[src/rtl/sercom_pkg.sv]
package sercom_pkg;
    localparam int DW     = 8;
    localparam int NCH    = 2;
    localparam int PTR_W  = 4;

    typedef enum logic {PTR_ZERO, PTR_SET} ptr_state_e;

    typedef enum logic [1:0] {
        RSTC_NONE = 2'b00,
        RSTC_B    = 2'b01,
        RSTC_A    = 2'b10,
        RSTC_BOTH = 2'b11
    } rst_cmd_e;

    localparam logic [PTR_W-1:0] REG_STAT   = 4'd0;
    localparam logic [PTR_W-1:0] REG_IEN    = 4'd1;
    localparam logic [PTR_W-1:0] REG_RXCFG  = 4'd3;
    localparam logic [PTR_W-1:0] REG_PEND   = 4'd3;
    localparam logic [PTR_W-1:0] REG_MODE   = 4'd4;
    localparam logic [PTR_W-1:0] REG_TXCFG  = 4'd5;
    localparam logic [PTR_W-1:0] REG_MASTER = 4'd9;
    localparam logic [PTR_W-1:0] REG_DIVLO  = 4'd12;
    localparam logic [PTR_W-1:0] REG_DIVHI  = 4'd13;
endpackage

[src/rtl/sercom_decode.sv]
module sercom_decode #(
    parameter int ADDR_W       = 4,
    parameter int STRIDE_SHIFT = 1
) (
    input  logic [ADDR_W-1:0] addr,
    output logic              in_win,
    output logic              is_data,
    output logic              chan
);
    localparam int TOP_LSB = STRIDE_SHIFT + 2;

    assign is_data = addr[STRIDE_SHIFT];
    assign chan    = addr[STRIDE_SHIFT+1];

    generate
        if (TOP_LSB >= ADDR_W) begin : g_full
            assign in_win = 1'b1;
        end else begin : g_window
            assign in_win = (addr[ADDR_W-1:TOP_LSB] == '0);
        end
        if (STRIDE_SHIFT > 0) begin : g_low
            logic unused_low;
            assign unused_low = ^addr[STRIDE_SHIFT-1:0];
        end
    endgenerate
endmodule

[src/rtl/sercom_chan.sv]
module sercom_chan
    import sercom_pkg::*;
(
    input  logic          clk,
    input  logic          rst,
    input  logic          clr,
    input  logic          acc_wr,
    input  logic          acc_rd,
    input  logic          is_data,
    input  logic [DW-1:0] wdata,
    input  logic          rx_push,
    input  logic [DW-1:0] rx_byte,
    input  logic          line_brk,
    input  logic          tx_done,
    input  logic [DW-1:0] pend_view,
    output logic [DW-1:0] rdata,
    output logic          tx_strobe,
    output logic          param_strobe,
    output logic [1:0]    rst_req,
    output logic          ie_rx,
    output logic          ie_tx,
    output logic          rx_pend,
    output logic          tx_pend,
    output logic          brk
);
    ptr_state_e       st_q, st_d;
    logic [PTR_W-1:0] ptr_q, ptr_d;
    logic [1:0]       ien_q;
    logic [DW-1:0]    div_lo_q, div_hi_q, rx_buf_q;
    logic             rx_pend_q, tx_pend_q, brk_q;

    logic ctrl_wr, ctrl_rd, data_wr, data_rd, reg_we, master_hit, store;
    logic [PTR_W-1:0] tgt;

    assign ctrl_wr = acc_wr & ~is_data;
    assign ctrl_rd = acc_rd & ~is_data;
    assign data_wr = acc_wr & is_data;
    assign data_rd = acc_rd & is_data;
    assign tgt     = (st_q == PTR_SET) ? ptr_q : REG_STAT;

    // pointer state machine: next state
    always_comb begin
        st_d  = st_q;
        ptr_d = ptr_q;
        unique case (st_q)
            PTR_ZERO: begin
                if (ctrl_wr && wdata[PTR_W-1:0] != '0) begin
                    st_d  = PTR_SET;
                    ptr_d = wdata[PTR_W-1:0];
                end
            end
            PTR_SET: begin
                if (ctrl_wr || ctrl_rd) begin
                    st_d  = PTR_ZERO;
                    ptr_d = '0;
                end
            end
            default: begin
                st_d  = PTR_ZERO;
                ptr_d = '0;
            end
        endcase
    end

    // pointer state machine: state register
    always_ff @(posedge clk) begin
        if (rst || clr) begin
            st_q  <= PTR_ZERO;
            ptr_q <= '0;
        end else begin
            st_q  <= st_d;
            ptr_q <= ptr_d;
        end
    end

    // register write decode
    assign reg_we       = ctrl_wr && (st_q == PTR_SET);
    assign master_hit   = reg_we && (ptr_q == REG_MASTER);
    assign rst_req      = master_hit ? wdata[7:6] : 2'b00;
    assign store        = reg_we && !(master_hit && wdata[7:6] != 2'b00);
    assign param_strobe = reg_we && (ptr_q == REG_RXCFG || ptr_q == REG_MODE ||
                                     ptr_q == REG_TXCFG || ptr_q == REG_DIVLO ||
                                     ptr_q == REG_DIVHI);
    assign tx_strobe    = data_wr;

    always_ff @(posedge clk) begin
        if (rst || clr) begin
            ien_q    <= '0;
            div_lo_q <= '0;
            div_hi_q <= '0;
        end else if (store) begin
            if (ptr_q == REG_IEN)   ien_q    <= wdata[1:0];
            if (ptr_q == REG_DIVLO) div_lo_q <= wdata;
            if (ptr_q == REG_DIVHI) div_hi_q <= wdata;
        end
    end

    // event flags
    always_ff @(posedge clk) begin
        if (rst || clr) begin
            rx_pend_q <= 1'b0;
            tx_pend_q <= 1'b0;
            brk_q     <= 1'b0;
            rx_buf_q  <= '0;
        end else begin
            if (rx_push) begin
                rx_pend_q <= 1'b1;
                rx_buf_q  <= rx_byte;
            end else if (data_rd) begin
                rx_pend_q <= 1'b0;
            end
            if (tx_done)      tx_pend_q <= 1'b1;
            else if (data_wr) tx_pend_q <= 1'b0;
            if (line_brk)     brk_q     <= 1'b1;
        end
    end

    // read mux
    always_comb begin
        if (is_data) begin
            rdata = rx_buf_q;
        end else begin
            unique case (tgt)
                REG_STAT:  rdata = {brk_q, 4'b0000, tx_pend_q, 1'b0, rx_pend_q};
                REG_PEND:  rdata = pend_view;
                REG_DIVLO: rdata = div_lo_q;
                REG_DIVHI: rdata = div_hi_q;
                default:   rdata = '0;
            endcase
        end
    end

    assign ie_rx   = ien_q[0];
    assign ie_tx   = ien_q[1];
    assign rx_pend = rx_pend_q;
    assign tx_pend = tx_pend_q;
    assign brk     = brk_q;


    ptr_return_chk: assert property (@(posedge clk) disable iff (rst)
        ((ctrl_wr || ctrl_rd) && st_q == PTR_SET && !clr) |=> (st_q == PTR_ZERO));


    div_store_chk: assert property (@(posedge clk) disable iff (rst)
        (reg_we && ptr_q == REG_DIVLO && !clr) |=> (div_lo_q == $past(wdata)));


    rx_clear_chk: assert property (@(posedge clk) disable iff (rst)
        (data_rd && !rx_push && !clr) |=> !rx_pend_q);


    brk_sticky_chk: assert property (@(posedge clk) disable iff (rst)
        (brk_q && !clr) |=> brk_q);
endmodule

[src/rtl/sercom_irq.sv]
module sercom_irq
    import sercom_pkg::*;
(
    input  logic [NCH-1:0] ie_rx,
    input  logic [NCH-1:0] ie_tx,
    input  logic [NCH-1:0] rx_pend,
    input  logic [NCH-1:0] tx_pend,
    input  logic [NCH-1:0] brk,
    output logic [DW-1:0]  pend_reg,
    output logic           irq
);
    logic [NCH-1:0] req;
    logic [NCH-1:0] tx_show;

    generate
        for (genvar c = 0; c < NCH; c++) begin : g_req
            assign req[c]     = (ie_rx[c] & rx_pend[c]) | (ie_tx[c] & tx_pend[c]) | brk[c];
            assign tx_show[c] = tx_pend[c] & ~rx_pend[c];
        end
    endgenerate

    assign irq      = |req;
    assign pend_reg = {2'b00, rx_pend[1], tx_show[1], 1'b0, rx_pend[0], tx_show[0], 1'b0};
endmodule

[src/rtl/sercom_regif.sv]
module sercom_regif
    import sercom_pkg::*;
#(
    parameter int ADDR_W       = 4,
    parameter int STRIDE_SHIFT = 1
) (
    input  logic              clk,
    input  logic              rst,
    input  logic [ADDR_W-1:0] bus_addr,
    input  logic              bus_wr,
    input  logic              bus_rd,
    input  logic [7:0]        bus_wdata,
    output logic [7:0]        bus_rdata,
    input  logic [1:0]        rx_push,
    input  logic [15:0]       rx_bytes,
    input  logic [1:0]        line_brk,
    input  logic [1:0]        tx_done,
    output logic [1:0]        tx_strobe,
    output logic [7:0]        tx_byte,
    output logic [1:0]        param_strobe,
    output logic              irq
);
    logic in_win, is_data, chan;
    logic rd_hit;
    logic [NCH-1:0] acc_wr, acc_rd, ie_rx, ie_tx, rx_pend, tx_pend, brk, clr;
    logic [1:0]     rst_req [NCH];
    logic [DW-1:0]  chan_rd [NCH];
    logic [DW-1:0]  pend_reg;
    rst_cmd_e       cmd;

    sercom_decode #(.ADDR_W(ADDR_W), .STRIDE_SHIFT(STRIDE_SHIFT)) u_dec (
        .addr(bus_addr), .in_win(in_win), .is_data(is_data), .chan(chan)
    );

    assign rd_hit = bus_rd & ~bus_wr & in_win;
    assign cmd    = rst_cmd_e'(rst_req[0] | rst_req[1]);
    assign clr    = cmd;

    generate
        for (genvar c = 0; c < NCH; c++) begin : g_ch
            assign acc_wr[c] = bus_wr & in_win & (chan == c[0]);
            assign acc_rd[c] = rd_hit & (chan == c[0]);

            sercom_chan u_chan (
                .clk(clk), .rst(rst), .clr(clr[c]),
                .acc_wr(acc_wr[c]), .acc_rd(acc_rd[c]), .is_data(is_data),
                .wdata(bus_wdata),
                .rx_push(rx_push[c]), .rx_byte(rx_bytes[c*DW +: DW]),
                .line_brk(line_brk[c]), .tx_done(tx_done[c]),
                .pend_view((c == 1) ? pend_reg : 8'h00),
                .rdata(chan_rd[c]), .tx_strobe(tx_strobe[c]),
                .param_strobe(param_strobe[c]), .rst_req(rst_req[c]),
                .ie_rx(ie_rx[c]), .ie_tx(ie_tx[c]),
                .rx_pend(rx_pend[c]), .tx_pend(tx_pend[c]), .brk(brk[c])
            );
        end
    endgenerate

    sercom_irq u_irq (
        .ie_rx(ie_rx), .ie_tx(ie_tx), .rx_pend(rx_pend), .tx_pend(tx_pend),
        .brk(brk), .pend_reg(pend_reg), .irq(irq)
    );

    assign bus_rdata = rd_hit ? chan_rd[chan] : 8'h00;
    assign tx_byte   = bus_wdata;


    rst_quiet_chk: assert property (@(posedge clk) rst |=> !irq);


    rst_both_chk: assert property (@(posedge clk) disable iff (rst)
        (cmd == RSTC_BOTH && rx_push == 2'b00 && tx_done == 2'b00 && line_brk == 2'b00)
        |=> !irq);


    tx_onehot_chk: assert property (@(posedge clk) disable iff (rst)
        $onehot0(tx_strobe));
endmodule

[config.mk]
export PLATFORM = sky130hd
export DESIGN_NAME = sercom_regif
export DESIGN_NICKNAME = d
export VERILOG_FILES = /design/src/rtl/sercom_pkg.sv /design/src/rtl/sercom_decode.sv /design/src/rtl/sercom_chan.sv /design/src/rtl/sercom_irq.sv /design/src/rtl/sercom_regif.sv
export SDC_FILE = /design/constraint.sdc
export NUM_CORES = 1
export LEC_CHECK = 0
export BUFFER_PORTS_ARGS = -buffer_cell sky130_fd_sc_hd__buf_2
export CORE_UTILIZATION = 43
export CTS_CLUSTER_SIZE = 40
export DETAILED_ROUTE_END_ITERATION = 10
export PLACE_DENSITY_LB_ADDON = 0.3
export SETUP_SLACK_MARGIN = 0.1
export SLEW_MARGIN = 20
export SYNTH_ARGS = -nofsm -noshare
export SYNTH_HDL_FRONTEND = slang
export SYNTH_SLANG_ARGS = --single-unit
[constraint.sdc]
create_clock -name clk -period 1.88 [get_ports clk]
set_input_delay 0.47 -clock clk [delete_from_list [all_inputs] [get_ports clk]]
set_output_delay 0.47 -clock clk [all_outputs]
set_load 0.1 [all_outputs]
==> reports/qor.yml <==
logic_synthesis:
  syn_inst: 355
  syn_area_um2: 3240
  syn_nets: 393
  synthTopCellsByCount: "dfxtp_1 (68), nor2_1 (68), mux2i_1 (61)"
  async_flop_share_pct: 0
  synth_seq_cells: 68
  synth_top_cell_area_share_pct: 42.0
  ys_types: 46
  yosysSeqAreaShare_pct: 42.0
  synthTopCellsByArea: "dfxtp_1 (42%), mux2i_1 (19%), nor2_1 (7.9%)"
  synth.avg_cell_area_um2: 9.13
  yosysTopAreaCell: "dfxtp_1"
  yosys_warnings: 0
  synth_edf_count: 0
  ys.flop_type: "dfxtp_1"
worst_setup_path:
  cp_max_fo: 8
  critPathLaunchType: "flip-flop"
  cp_data_required_time_ps: 1410
  end_kind: "output pin"
  path_class: "reg2out"
  worstPathArrival_ps: 2120
pwr:
  p_int_uw: 2180
  switching_share_pct: 29.0
  clockPowerShare_pct: 35.5
  fin_total_pwr_uw: 3070
  p_per_area_nw_per_um2: 646
  worst_ir_drop_vdd_mv: 0.406
  p_seq_share_pct: 49.0
  power_leakage_uw: 0.00205
  power.switching_uw: 889
  pwr-share-comb_pct: 15.5
timing:
  worst_slack_ps: -708
  finalHoldViolCount: 0
  worst_pin_slew_ps: 495
  finalCritPeriodShare_pct: 138
  slew_headroom_pct: 66.7
  report.final.slew_viol_count: 0
  clock_skew_ps: 4.59
  setup_viol: 58
  fmax_ghz: 0.386
  holdWs_ps: 333
  fin_crit_ps: 2590
  rsz0062_at_grt: "yes"
status:
  status: "finished with violations"
  violations: "setup timing"
floorplanning:
  coreArea_um2: 7250
  die_area_um2: 7890
  row_count: 31
  die-height_um: 88.8
  start_util_pct: 44.7
  die_w_um: 88.8
  io_pins: 59
detailed_routing:
  wl_per_cell_um: 17.4
  num_vias: 3078
  drc: 0
  final_antenna_net_count: 0
  routed_wl_mm: 9.79
  drtIter0Drc: 159
  firstDrtPassIters: 4
  avgViaCountPerCell: 5.49
clock_network:
  cts_buffers: 9
  hold_buffers: 0
  insertion_delay_ps: 350
  cts_tree: "done"
  clk_pin_slew_ps: 70
  clkSinkCount: 68
  cts_max_path_buffers: 2
  htree_levels: 3
  clockRootBuffer: "clkbuf_8"
global_route:
  overflow: 0
  grt_usage_pct: 26.4
  antenna_found_initial: 0
  grt_max_degree: 24
  grt_pass1_wl_mm: 15.1
  grt_pass1_vias: 3001
final_layout:
  area_growth_pct: 46.4
  nNetsFinal: 495
  insertedDiodeCount: 0
  multi_input_area_um2: 1910
  fillers: 598
  drive_gt1_share_pct: 37.4
  finalCoreUtilization_pct: 65.4
  regArea_um2: 1370
placed_design:
  dp_hpwl_mm: 6.86
  port_buffers: 57
  place.gp.congestion: 0.822
flow_run:
  cap_violations: 0
worst_hold_path:
  min_path_type: "in2reg"
==> routing by layer <==
layer	wire length [µm]	vias up	track usage (%)
met1	4210	1469	33.7
li1	-	1469	-
met3	606	18	7.00
met5	0	-	0
met4	204	0	12.0
met2	4770	122	41.8
==> layout by cell type, fill, tap and decap left out, types with 2 or more instances in the layout <==
| cell | n |
|---|---|
| buf_12 | 23 |
| dfxtp_2 | 6 |
| clkinv_2 | 3 |
| nor4_2 | 2 |
| and3_1 | 2 |
| clkbuf_8 | 10 |
| a22oi_1 | 9 |
| inv_1 | 4 |
| o21ai_0 | 8 |
| a221oi_4 | 2 |
| nor4bb_2 | 2 |
| nand4bb_1 | 2 |
| buf_2 | 38 |
| nor4_1 | 2 |
| a21oi_1 | 17 |
| o211ai_1 | 3 |
| nand2_1 | 19 |
| o221ai_4 | 4 |
| buf_4 | 54 |
| a222oi_1 | 3 |
| a211o_1 | 2 |
| buf_6 | 8 |
| nor2b_4 | 2 |
| clkinv_4 | 2 |
| mux2i_1 | 61 |
| and4b_1 | 2 |
| nand3_1 | 4 |
| dfxtp_1 | 62 |
| a2bb2oi_1 | 3 |
| nor2_1 | 67 |
| nor2b_1 | 5 |
==> critical path: stages, from the launching register on <==
cell and delay [ps]:
dfxtp_2 320, or4_4 550, o2111ai_4 90, nand3_4 160
o211ai_1 410, buf_12 230
==> final timing paths <==
check | from | to | slack (ps) | depth (start not counted)
max | g_ch[1].u_chan.ptr_q[1] | bus_rdata[7] | -710 | 5
min | tx_done[1] | g_ch[1].u_chan.tx_pend | 330 | 3
max reg2reg | g_ch[1].u_chan.ptr_q[1] | g_ch[1].u_chan.div_lo_q[6] | 70 | 8
min reg2reg | g_ch[0].u_chan.div_hi_q[2] | g_ch[0].u_chan.div_hi_q[2] | 500 | 2
==> cell families after synthesis <==
family / after synthesis / share of synthesized area, %
compound gates: 61 / 13.0
buf+inv: 37 / 6.25
flops: 68 / 42.0
mux: 61 / 18.8
simple gates: 128 / 19.9
==> power by group through the flow <==
stage	Combinational [µW]	Clock [µW]	Sequential, µW
4_1_cts	469	1110	1500
6_report	476	1090	1500
3_3_place_gp	442	0	1530
2_1_floorplan	257	0	1530
5_1_grt	501	1180	1510
3_5_place_dp	448	0	1530
==> registers in the layout (all words and copies together) (netlist names) <==
| register | flops |
|---|---|
| g_ch.u_chan.rx_pend | 2 |
| g_ch.u_chan.st_q | 2 |
| g_ch.u_chan.ien_q | 4 |
| g_ch.u_chan.tx_pend | 2 |
| g_ch.u_chan.div_lo_q | 16 |
| g_ch.u_chan.brk | 2 |
| g_ch.u_chan.ptr_q | 8 |
| g_ch.u_chan.rx_buf_q | 16 |
| g_ch.u_chan.div_hi_q | 16 |
==> area by class of cell <==
| type | count | share of cell area (%) |
|---|---|---|
| Clock inverter | 6 | 0.843 |
| Timing Repair Buffer | 123 | 24.1 |
| Multi-Input combinational cell | 250 | 40.3 |
| Clock buffer | 10 | 2.90 |
| Inverter | 5 | 0.395 |
| Tap cell | 99 | 2.61 |
| Sequential cell | 68 | 28.8 |
==> stage by stage <==
| stage | setup slack, ps | std cells | area (µm²) | setup TNS (ps) |
|---|---|---|---|---|
| after floorplan | -1250 | 355 | 3340 | -7560 |
| after global placement | -481 | 539 | 4330 | -19920 |
| after detailed placement | -439 | 539 | 4330 | -21830 |
| after CTS | -723 | 560 | 4710 | -5750 |
| after global routing | -790 | 561 | 4750 | -9470 |
| final | -708 | 561 | 4750 | -6750 |
==> repair_timing <==
item,4_1_cts,5_1_grt
buffers inserted,5,1
pin swaps,11,10
resized for setup,28,9
setup endpoints to repair,60,81
gates cloned,0,0
Power figures use the tool's default switching activity.
